**src/rtl/io_port_pkg.sv**
```systemverilog
package io_port_pkg;
  localparam int NPORT  = 4;
  localparam int DW     = 8;
  localparam int AW     = 8;
  localparam int STRIDE = 8;

  localparam logic [2:0] OFS_PIN  = 3'd0;
  localparam logic [2:0] OFS_DOUT = 3'd1;
  localparam logic [2:0] OFS_MODE = 3'd2;
  localparam logic [2:0] OFS_DIR  = 3'd3;
  localparam logic [2:0] OFS_DRV  = 3'd4;

  function automatic int port_width(input int p);
    return (p == 3) ? 3 : 8;
  endfunction

  function automatic int port_lsb(input int p);
    int s;
    s = 0;
    for (int i = 0; i < p; i++) s += port_width(i);
    return s;
  endfunction

  localparam int TOTAL_PINS = port_lsb(NPORT);
  localparam int NMODE      = 2;  // ports with mode register
  localparam int NPT        = 3;  // ports with product-term enable
endpackage

```
**src/rtl/io_pin_cell.sv**
```systemverilog
module io_pin_cell (
  input  logic clk_i,
  input  logic rst_ni,
  input  logic mode_i,
  input  logic dout_i,
  input  logic addr_i,
  input  logic dir_i,
  input  logic pt_i,
  input  logic drv_i,
  output logic out_o,
  output logic oe_o,
  output logic od_o
);
  logic data;
  logic drive_req;

  assign data      = mode_i ? addr_i : dout_i;
  assign drive_req = dir_i | pt_i;

  always_comb begin
    od_o = drv_i;
    if (drv_i) begin
      out_o = 1'b0;                  // open drain: only pull low
      oe_o  = drive_req & ~data;
    end else begin
      out_o = data;
      oe_o  = drive_req;
    end
  end

  p_od_never_high_r7: assert property (@(posedge clk_i) disable iff (!rst_ni)
    (od_o && oe_o) |-> !out_o);

  p_idle_is_input_r3: assert property (@(posedge clk_i) disable iff (!rst_ni)
    (!dir_i && !pt_i) |-> !oe_o);
endmodule

```
**src/rtl/io_port_slice.sv**
```systemverilog
module io_port_slice
  import io_port_pkg::*;
#(
  parameter int         W        = 8,
  parameter bit         HAS_MODE = 1'b1,
  parameter bit         HAS_PT   = 1'b1,
  parameter logic [7:0] BASE     = 8'h00
) (
  input  logic          clk_i,
  input  logic          rst_ni,
  input  logic          cs_i,
  input  logic          wr_i,
  input  logic          rd_i,
  input  logic [AW-1:0] addr_i,
  input  logic [W-1:0]  wdata_i,
  output logic [DW-1:0] rdata_o,
  input  logic [W-1:0]  addr_lat_i,
  input  logic [W-1:0]  pt_oe_i,
  input  logic [W-1:0]  pin_in_i,
  output logic [W-1:0]  pin_out_o,
  output logic [W-1:0]  pin_oe_o,
  output logic [W-1:0]  pin_od_o
);
  logic       hit;
  logic [2:0] ofs;
  logic [W-1:0] dout_q, mode_q, dir_q, drv_q, pt_eff;

  assign hit = cs_i && (addr_i[AW-1:3] == BASE[AW-1:3]);
  assign ofs = addr_i[2:0];

  always_ff @(posedge clk_i or negedge rst_ni) begin
    if (!rst_ni) begin
      dout_q <= '0;
      dir_q  <= '0;
      drv_q  <= '0;
    end else if (hit && wr_i) begin
      if (ofs == OFS_DOUT) dout_q <= wdata_i;
      if (ofs == OFS_DIR)  dir_q  <= wdata_i;
      if (ofs == OFS_DRV)  drv_q  <= wdata_i;
    end
  end

  if (HAS_MODE) begin : g_mode
    always_ff @(posedge clk_i or negedge rst_ni) begin
      if (!rst_ni)                             mode_q <= '0;
      else if (hit && wr_i && ofs == OFS_MODE) mode_q <= wdata_i;
    end
  end else begin : g_no_mode
    assign mode_q = '0;
  end

  assign pt_eff = HAS_PT ? pt_oe_i : '0;

  always_comb begin
    rdata_o = '0;
    if (hit && rd_i) begin
      case (ofs)
        OFS_PIN:  rdata_o[W-1:0] = pin_in_i;
        OFS_DOUT: rdata_o[W-1:0] = dout_q;
        OFS_MODE: rdata_o[W-1:0] = mode_q;
        OFS_DIR:  rdata_o[W-1:0] = dir_q;
        OFS_DRV:  rdata_o[W-1:0] = drv_q;
        default:  rdata_o = '0;
      endcase
    end
  end

  for (genvar i = 0; i < W; i++) begin : g_pin
    io_pin_cell u_cell (
      .clk_i  (clk_i),
      .rst_ni (rst_ni),
      .mode_i (mode_q[i]),
      .dout_i (dout_q[i]),
      .addr_i (addr_lat_i[i]),
      .dir_i  (dir_q[i]),
      .pt_i   (pt_eff[i]),
      .drv_i  (drv_q[i]),
      .out_o  (pin_out_o[i]),
      .oe_o   (pin_oe_o[i]),
      .od_o   (pin_od_o[i])
    );
  end

  p_dir_write_r2: assert property (@(posedge clk_i) disable iff (!rst_ni)
    (hit && wr_i && ofs == OFS_DIR) |=> (dir_q == $past(wdata_i)));

  p_cfg_hold_r2: assert property (@(posedge clk_i) disable iff (!rst_ni)
    !(cs_i && wr_i) |=> ($stable(dir_q) && $stable(drv_q) && $stable(dout_q)));
endmodule

```
**src/rtl/io_port_bank.sv**
```systemverilog
module io_port_bank
  import io_port_pkg::*;
(
  input  logic                  clk_i,
  input  logic                  rst_ni,
  input  logic                  cs_i,
  input  logic                  wr_i,
  input  logic                  rd_i,
  input  logic [AW-1:0]         addr_i,
  input  logic [DW-1:0]         wdata_i,
  output logic [DW-1:0]         rdata_o,
  input  logic [NMODE*8-1:0]    addr_lat_i,
  input  logic [NPT*8-1:0]      pt_oe_i,
  input  logic [TOTAL_PINS-1:0] pin_in_i,
  output logic [TOTAL_PINS-1:0] pin_out_o,
  output logic [TOTAL_PINS-1:0] pin_oe_o,
  output logic [TOTAL_PINS-1:0] pin_od_o
);
  logic [DW-1:0] rd_port [NPORT];

  for (genvar g = 0; g < NPORT; g++) begin : g_port
    localparam int W   = port_width(g);
    localparam int LSB = port_lsb(g);
    logic [W-1:0] lat, pt;

    if (g < NMODE) begin : g_lat
      assign lat = addr_lat_i[g*8 +: W];
    end else begin : g_nolat
      assign lat = '0;
    end
    if (g < NPT) begin : g_pt
      assign pt = pt_oe_i[g*8 +: W];
    end else begin : g_nopt
      assign pt = '0;
    end

    io_port_slice #(
      .W        (W),
      .HAS_MODE (g < NMODE),
      .HAS_PT   (g < NPT),
      .BASE     (8'(g * STRIDE))
    ) u_slice (
      .clk_i      (clk_i),
      .rst_ni     (rst_ni),
      .cs_i       (cs_i),
      .wr_i       (wr_i),
      .rd_i       (rd_i),
      .addr_i     (addr_i),
      .wdata_i    (wdata_i[W-1:0]),
      .rdata_o    (rd_port[g]),
      .addr_lat_i (lat),
      .pt_oe_i    (pt),
      .pin_in_i   (pin_in_i[LSB +: W]),
      .pin_out_o  (pin_out_o[LSB +: W]),
      .pin_oe_o   (pin_oe_o[LSB +: W]),
      .pin_od_o   (pin_od_o[LSB +: W])
    );
  end

  always_comb begin
    rdata_o = '0;
    for (int p = 0; p < NPORT; p++) rdata_o |= rd_port[p];
  end

  p_rdata_idle_r2: assert property (@(posedge clk_i) disable iff (!rst_ni)
    !(cs_i && rd_i) |-> (rdata_o == '0));
endmodule

```
**config.mk**
```make
export PLATFORM = sky130hd
export DESIGN_NAME = io_port_bank
export DESIGN_NICKNAME = d
export VERILOG_FILES = /design/src/rtl/io_port_pkg.sv /design/src/rtl/io_pin_cell.sv /design/src/rtl/io_port_slice.sv /design/src/rtl/io_port_bank.sv
export SDC_FILE = /design/constraint.sdc
export NUM_CORES = 1
export LEC_CHECK = 0
export ABC_CLOCK_PERIOD_IN_PS = 1800
export BUFFER_PORTS_ARGS = -buffer_cell sky130_fd_sc_hd__buf_2
export CORE_MARGIN = 2
export CORE_UTILIZATION = 50
export DETAILED_ROUTE_END_ITERATION = 8
export PLACE_DENSITY = 0.77
export SLEW_MARGIN = 20
export SYNTH_ARGS = -nofsm -noshare
export SYNTH_HDL_FRONTEND = slang
export SYNTH_SLANG_ARGS = --single-unit
```
**constraint.sdc**
```tcl
create_clock -name clk_i -period 1.8 [get_ports clk_i]
set_input_delay 0.18 -clock clk_i [delete_from_list [all_inputs] [get_ports clk_i]]
set_output_delay 0.18 -clock clk_i [all_outputs]
set_load 0.02 [all_outputs]
```
==> flow_metrics.env <==
export IMPL_antennaDiodeCount=0
export IMPL_cts_buffer_depth=2
export IMPL_yosys_warnings=0
export IMPL_grt_max_degree=49
export IMPL_post_route_period_util_pct=109
export IMPL_synth_area_um2=6210
export IMPL_cts_sinks=97
export IMPL_yosys_cell_types_count=41
export IMPL_worstPathArrival_ns=1.78
export IMPL_synth_commonest_cells="mux2_2 (116), dfrtp_1 (97), buf_4 (83), a21oi_1 (37), nor2_1 (36)"
export IMPL_fmax_mhz=511
export IMPL_dp_cells=858
export IMPL_slew_headroom_pct=65.2
export IMPL_tightestPinTransition_ns=0.523
export IMPL_die_area_um2=13300
export IMPL_min_path_type="in -> reg"
export IMPL_grt_use_total_pct=25.8
export IMPL_required_ns=1.62
export IMPL_port_buffers=176
export IMPL_numCtsBuffers=9
export IMPL_synth_seq_cells=97
export IMPL_holdWs_ns=0.244
export IMPL_root_buffer="clkbuf_16"
export IMPL_die_w_um=115
export IMPL_die_h_um=115
export IMPL_vias_per_cell=5.65
export IMPL_hpwl_um=13000
export IMPL_grt_overflow=0
export IMPL_cp_start_kind="flip-flop"
export IMPL_ant_nets=0
export IMPL_yosys_area_top_type="dfrtp_1"
export IMPL_fill_cells=983
export IMPL_ir_drop_uv=556
export IMPL_cap_violations=0
export IMPL_worst_slack_ns=-0.156
export IMPL_place_ws_ns=-0.121
export IMPL_area_growth_pct=21.1
export IMPL_grt_pass1_wl_um=26300
export IMPL_syn_area_per_cell_um2=10.7
export IMPL_routedWlPerCell_um=19.5
export IMPL_io_pins=177
export IMPL_status="finished with violations"
export IMPL_min_period_ns=1.96
export IMPL_yosysTopAreaCellShare_pct=39.1
export IMPL_clkTransAtPathRegs_ns=0.07
export IMPL_final_nets=810
export IMPL_first_global_vias=4993
export IMPL_drt_total_wl_um=17500
export IMPL_fin_tns_setup_ns=-0.863
export IMPL_leakage_nw=3.99
export IMPL_powerDensity_nw_per_um2=654
export IMPL_async_reset_ff_share_pct=100
export IMPL_ys_top_cells_by_area="dfrtp_1 (39%), mux2_2 (21%), buf_4 (10%), mux2i_1 (3.9%), nor2b_1 (3.1%)"
export IMPL_final_cells=895
export IMPL_final_max_slew_viol_count=0
export IMPL_failed_checks="negative setup slack"
export IMPL_num_rows=40
export IMPL_synth_nets=666
export IMPL_drc=0
export IMPL_synth_ff_type="dfrtp_1"
export IMPL_place_congestion=0.900
export IMPL_dr_pass1_iters=5
export IMPL_multi_input_area_um2=3060
export IMPL_via_count=5056
export IMPL_yosysSeqAreaShare_pct=39.1
export IMPL_synth_edf_count=0
export IMPL_coreArea_um2=12100
export IMPL_insertion_delay_ns=0.34
export IMPL_finClkSkew_ns=0
export IMPL_crit_path_end_kind="primary output"
export IMPL_drive_gt1_share_pct=55.8
export IMPL_path_class="reg -> out"
export IMPL_h_tree_depth=3
export IMPL_netlist_instances=578
export IMPL_cts_tree="yes"
export IMPL_path_max_fanout=2
export IMPL_seqCellArea_um2=2430
export IMPL_initial_core_util_pct=51.5
export IMPL_hold_violations=0
export IMPL_synth_most_common_cell="mux2_2"
export IMPL_rsz0062_at_grt="yes"
export IMPL_drt_iter0_markers=339
export IMPL_antenna_found_initial=0
export IMPL_setup_viol=8
==> what timing repair did <==
item | CTS | global route
endpoints found under the setup margin | 8 | 8
pin swaps | 12 | 11
hold buffers | 1 | 0
endpoints found under the hold margin | 38 | 0
buffers inserted | 14 | 6
gates cloned | 0 | 0
resized for setup | 28 | 5
==> area by class of cell <==
| class | count | area share (%) |
|---|---|---|
| Multi-Input combinational cell | 366 | 40.7 |
| Sequential cell | 97 | 32.3 |
| Timing Repair Buffer | 246 | 20.3 |
| Clock buffer | 11 | 3.23 |
| Tap cell | 168 | 2.79 |
| Clock inverter | 5 | 0.532 |
| Inverter | 2 | 0.0998 |
==> cells by family (layout without fill, tap and decap cells) <==
family	after synthesis	in the layout	synth area share, %
simple gates	114	114	11.3
compound gates	104	104	10.5
mux	148	148	26.8
buf+inv	115	264	12.3
flops	97	97	39.1
==> worst paths after layout <==
path / from / endpoint / slack [ns] / cells past startpoint
setup / recovery: g_port[0].u_slice.mode_q[7]$_DFFE_PN0P_ / rdata_o[7] / -0.16 / 6
hold / removal: wdata_i[6] / g_port[0].u_slice.drv_q[6]$_DFFE_PN0P_ / 0.24 / 2
setup reg to reg: g_port[0].u_slice.dir_q[4]$_DFFE_PN0P_ / g_port[0].u_slice.dir_q[4]$_DFFE_PN0P_ / 0.79 / 3
hold reg to reg: g_port[1].u_slice.dout_q[2]$_DFFE_PN0P_ / g_port[1].u_slice.dout_q[2]$_DFFE_PN0P_ / 0.54 / 1
max in group asynchronous: rst_ni / g_port[1].u_slice.dout_q[7]$_DFFE_PN0P_ / 0.78 / 3
min in group asynchronous: rst_ni / g_port[2].u_slice.dout_q[0]$_DFFE_PN0P_ / 0.36 / 2
==> through the flow <==
step                instance area (µm²)  total power [mW]  utilization [%]
global route                       7520              5.09             62.4
global placement                   7000              3.05             58.1
finish                             7520              4.92             62.4
CTS                                7460              4.92             61.8
detailed placement                 7000              3.08             58.1
floorplan                          6210              2.80                -
==> per-layer routing <==
layer	track usage (%)	wire length, µm	vias to the layer above	share of wire [%]
met5	0	0	-	0
met4	8.76	374	0	2.1
met3	4.60	1280	29	7.3
met2	43.9	8750	237	50
met1	33.3	7050	2506	40
li1	-	-	2284	-
==> power by group <==
group,leakage (nW),switching [mW],internal (mW)
clock,0.134,0.858,0.986
sequential,1.35,0.0577,2.24
combinational,2.51,0.434,0.344
total,3.99,1.35,3.57
==> sequential cells by signal (all words and copies together) (netlist names) <==
signal                 cells
g_port.u_slice.dir_q      27
g_port.u_slice.dout_q     27
g_port.u_slice.drv_q      27
g_port.u_slice.mode_q     16
==> worst max-delay path, cell delays in order, from the launching register on <==
cell     delay [ns]
dfrtp_1        0.38
mux2_4         0.27
a32oi_1        0.17
o21ai_1        0.10
a22oi_1        0.21
o21ai_1        0.12
buf_4          0.17
==> layout by cell type (no fill, tap or decap), types with 9 or more instances in the layout <==
cell type	synthesis	routed
nand2_1	11	11
mux2i_1	24	23
nor2_1	36	36
dfrtp_1	97	97
buf_4	83	66
mux2_4	8	11
mux2_2	116	113
o21ai_1	0	14
a22oi_1	14	13
a21oi_1	37	35
buf_2	9	169
a32oi_1	12	11
clkbuf_16	0	9
nor2b_1	31	31
No activity file was read; power rests on OpenSTA's default activity.
